===== src/rtl/ir_pkg.sv =====
package ir_pkg;
    localparam int BYTE_W   = 8;
    localparam int SLOT_CNT = 4;
    localparam int WORD_W   = BYTE_W * SLOT_CNT;

    typedef logic [BYTE_W-1:0]   byte_t;
    typedef logic [SLOT_CNT-1:0] slot_mask_t;
    typedef logic [WORD_W-1:0]   word_t;
endpackage


===== src/rtl/ir_byte_slot.sv =====
module ir_byte_slot #(
    parameter int WIDTH = 8
) (
    input  logic             clk,
    input  logic             rst_n,
    input  logic             load,
    input  logic [WIDTH-1:0] din,
    output logic [WIDTH-1:0] q
);
    always_ff @(posedge clk or negedge rst_n) begin
        if (!rst_n) begin
            q <= '0;
        end else if (load) begin
            q <= din;
        end
    end
endmodule


===== src/rtl/ir_byte_loader.sv =====
module ir_byte_loader
    import ir_pkg::*;
(
    input  logic                clk,
    input  logic                rst_n,
    input  logic [BYTE_W-1:0]   mem_byte,
    input  logic [SLOT_CNT-1:0] slot_en,
    output logic [WORD_W-1:0]   instr
);
    // Slot k owns bits 8k+7:8k; slot 0 is the first byte fetched.
    for (genvar k = 0; k < SLOT_CNT; k++) begin : g_slot
        ir_byte_slot #(.WIDTH(BYTE_W)) u_slot (
            .clk   (clk),
            .rst_n (rst_n),
            .load  (slot_en[k]),
            .din   (mem_byte),
            .q     (instr[k*BYTE_W +: BYTE_W])
        );
    end
endmodule


===== config.mk =====
export PLATFORM = sky130hd
export DESIGN_NAME = ir_byte_loader
export DESIGN_NICKNAME = d
export VERILOG_FILES = /design/src/rtl/ir_pkg.sv /design/src/rtl/ir_byte_slot.sv /design/src/rtl/ir_byte_loader.sv
export SDC_FILE = /design/constraint.sdc
export NUM_CORES = 1
export LEC_CHECK = 0
export BUFFER_PORTS_ARGS = -buffer_cell sky130_fd_sc_hd__buf_4
export CAP_MARGIN = 10
export CORE_ASPECT_RATIO = 0.75
export CORE_MARGIN = 5
export CORE_UTILIZATION = 35
export DETAILED_ROUTE_END_ITERATION = 16
export GPL_ROUTABILITY_DRIVEN = 0
export HOLD_SLACK_MARGIN = 0.12
export PLACE_DENSITY = 0.65
export SYNTH_ARGS = -nofsm -noshare
export SYNTH_HDL_FRONTEND = slang
export SYNTH_HIERARCHICAL = 1
export SYNTH_SLANG_ARGS = --single-unit

===== constraint.sdc =====
create_clock -name clk -period 0.8 [get_ports clk]
set_input_delay 0.16 -clock clk [delete_from_list [all_inputs] [get_ports clk]]
set_output_delay 0.16 -clock clk [all_outputs]
set_load 0.01 [all_outputs]

Word-level counts from Yosys, hierarchy flattened --
Cells that the tools add are included.
Storage, ports and cells: flip-flop bits (word level) 32, bits in latches 0, RAM bits 0, ROM bits 0, bits of input ports 14, output and inout port bits 32, logic and storage cells 4, memories kept 0
Cells by class: add/sub/neg operators 0, multipliers 0, div/mod/pow operators 0, order comparisons 0, equal/unequal tests 0, shifts and indexed selects 0, muxes and demuxes 0, bitwise operators 0, reductions and logical operators 0

Logic depth before layout (Yosys ltp) --
depth after elaboration 0, mapped depth 2, depth with buffers taken out 1

By module --
The synthesis kept the hierarchy.
Modules (own cells, without submodules):
- ir_byte_slot | instances 4, cells an instance 17, area each 331.6 um2, seq. area each 200.2 um2

Worst setup path after synthesis --
No wires, ideal clock.
path type register -> register, start reg, netlist name g_slot[0].u_slot/q[0], end reg g_slot[0].u_slot.q[0], setup time 125 ps, arrival 654 ps, data required time 675 ps, slack 21 ps, stages on the path, launching flop included 2, path buffers 0, clock period less this slack 779 ps, path through dfrtp_1 > mux2_4
RTL lines:
- to (signal assigned) | RTL line ir_byte_slot.sv:14 | q <= din;
- to (decl) | RTL line ir_byte_slot.sv:8 | output logic [WIDTH-1:0] q

Final worst setup path --
start reg g_slot[2].u_slot.q[7], end out instr[23]
RTL lines:
- from (decl) | RTL line ir_byte_slot.sv:8
- from (signal assigned) | RTL line ir_byte_slot.sv:14
- to (decl) | RTL line ir_byte_loader.sv:8 | output logic [WORD_W-1:0] instr
No word-level cell between the ends.

==> impl_metrics.csv <==
group,metric,value,unit
die,fp-row-count,19,
finish,final_area,0.00209,sq mm
power,power_frac_comb,0.246,
yosys,synthMuxAreaShare,0.362,
global_routing,grt_max_degree,33,
setup_path,cp_cell_sequence,"buf_6",
power,p_seq_frac,0.454,
power,clock_power_share,0.300,
timing,fmax,1030,MHz
die,die_x,81.1,um
global_routing,grt_pass1_wl,4750,um
run,maxCapViolCount,0,
timing,setup_ws,-0.174,ns
finish,largest_reg_flops,32,
clock_tree,htreeDepth,2,
timing,period_needed,0.974,ns
detailed_routing,drtIter0Drc,17,
detailed_routing,first_pass_iters,3,
detailed_routing,ant_nets,0,
status,violations,"setup timing",
timing,finalHoldViolCount,0,
finish,post_route_cells_drive_above_1_share,0.761,
power,max-vdd-ir-drop,1.03,mV
die,core,0.00366,sq mm
setup_path,critPathTopFamily,"flip-flops",
timing,tns,-7.06,ns
yosys,synth_compound_area_frac,0,
global_routing,grt_pass1_vias,966,
setup_path,crit_path_top_delay_cell,"dfrtp_1",
timing,holdWs,0.136,ns
placed_design,pre_cts_ws,-0.0110,ns
yosys,synthSimpleGateAreaFrac,0,
status,status,"complete, but fails checks",
setup_path,cp_num_buf_inv,1,
clock_tree,path_clk_slew,0.07,ns
die,start_util,0.362,
die,pin_count,46,
yosys,synth_area,0.00133,sq mm
detailed_routing,vias,809,
finish,finalNetCount,151,
timing,skew,0,ns
placed_design,numPortBuffers,45,
global_routing,antenna_found_initial,0,
timing,report.final.slew_viol_count,0,
power,power_leakage,1.05,nW
placed_design,dp_hpwl,1940,um
detailed_routing,drc,0,
timing,slew_headroom,0.727,
yosys,synth_xor_area_frac,0,
timing,tightestPinTransition,0.410,ns
clock_tree,clock_sinks,32,
finish,top_register,"g_slot.u_slot/q",
timing,min_period_over_period,1.22,
clock_tree,numCtsBuffers,5,
detailed_routing,wl_per_cell,15.5,um
hold_path,hold_class,"in -> reg",
power,power,4.22,mW
timing,rsz0062_at_grt,"yes",
global_routing,grt_remaining_overflow,0,
yosys,synth_nets,82,
clock_tree,worstSkewPairLatency,0.28,ns
clock_tree,clock_path_buffers,2,
yosys,synthAdderAreaFrac,0,
global_routing,grt_use_total,0.126,
yosys,synth_area_per_cell,19.5,sq um
placed_design,dp_cells,161,
detailed_routing,viasPerCell,4.26,
finish,area_delta_synth_final,57.4,%
die,die_h,63.3,um
timing,setup_viol,52,
die,fp.dieArea,0.00513,sq mm
finish,reg.largest.list,"g_slot.u_slot/q: 32 flops",
power,p_sw,1.04,mW
yosys,synth_top_family_by_area,"multiplexers",
power,powerDensity,2020,mW/mm^2
clock_tree,cts-root-buf,"clkbuf_8",
yosys,ys_types,3,
yosys,synth-seq-cells,32,
clock_tree,cts_tree,"done",
yosys,ys_seq_area_frac,0.604,
finish,fin_cells,190,
setup_path,startpoint_type,"register",
setup_path,slowest_delay,0.40,ns
setup_path,end_kind,"output port",
setup_path,crit_arrival,0.81,ns
setup_path,critical_path_class,"reg -> out",
placed_design,placed_cell_area,0.00168,sq mm
setup_path,worst-path-max-fanout,2,
setup_path,cp.required,0.64,ns
finish,fin_util,0.570,
yosys,syn_inst,68,
power,power.internal,3.18,mW
detailed_routing,wirelength,2950,um
power,swShare,0.246,
finish,n_antenna_cell,0,
yosys,ys_warn_count,6,
[final cells by class]
class	instances	area [sq um]
timing repair buffer	66	648
sequential	32	801
fill	308	1570
clock buffer	6	82.6
clock inverter	2	10.0
multi-input combinational	32	480
tap	52	65.1
[cells in the mapped netlist (all sizes together)]
master  count  area [sq um]
dfrtp      32           801
mux2       32           480
buf         4          45.0
[placed cells by master (no fill, tap or decap)]
cell type	Yosys	final
buf_4	0	25
dfrtp_1	32	32
mux2_4	32	32
dlygate4sd3_1	0	1
clkinv_2	0	2
buf_6	4	40
clkbuf_8	0	6
[repair_timing]
item / 4_1_cts / 5_1_grt
hold endpoints to repair: 32 / 0
gates cloned: 0 / 0
hold buffers: 1 / 0
setup buffers: 18 / 2
gates resized for setup: 32 / 8
endpoints found under the setup margin: 32 / 54
[kinds of logic after synthesis]
logic type,Yosys count
muxes,32
DFF,32
buffers and inverters,4
[power by group through the flow]
stage | logic, mW | clock network (mW) | registers (mW)
2_1_floorplan | 0.318 | 0 | 1.97
3_3_place_gp | 0.763 | 0 | 1.91
3_5_place_dp | 0.773 | 0 | 1.91
4_1_cts | 1.01 | 1.29 | 1.91
5_1_grt | 1.10 | 1.38 | 1.94
6_report | 1.04 | 1.27 | 1.91
[routing by layer]
| metal | part of all wire | track usage | vias to the layer above |
|---|---|---|---|
| li1 | - | - | 371 |
| met1 | 0.46 | 0.159 | 399 |
| met2 | 0.46 | 0.191 | 34 |
| met3 | 0.063 | 0.0470 | 5 |
| met4 | 0.013 | 0.0570 | 0 |
| met5 | 0 | 0 | - |
[final timing paths]
check,startpoint,to,slack (ns),cells past startpoint
min,mem_byte[2],g_slot[2].u_slot/q[2],0.14,2
min reg2reg,g_slot[1].u_slot/q[2],g_slot[1].u_slot/q[2],0.54,1
min in group asynchronous,rst_n,g_slot[2].u_slot/q[7],0.36,2
max reg2reg,g_slot[0].u_slot/q[1],g_slot[0].u_slot/q[1],-0.11,2
max,g_slot[2].u_slot/q[7],instr[23],-0.17,1
max in group asynchronous,rst_n,g_slot[0].u_slot/q[1],0.15,2
Power figures use the tool's default switching activity.
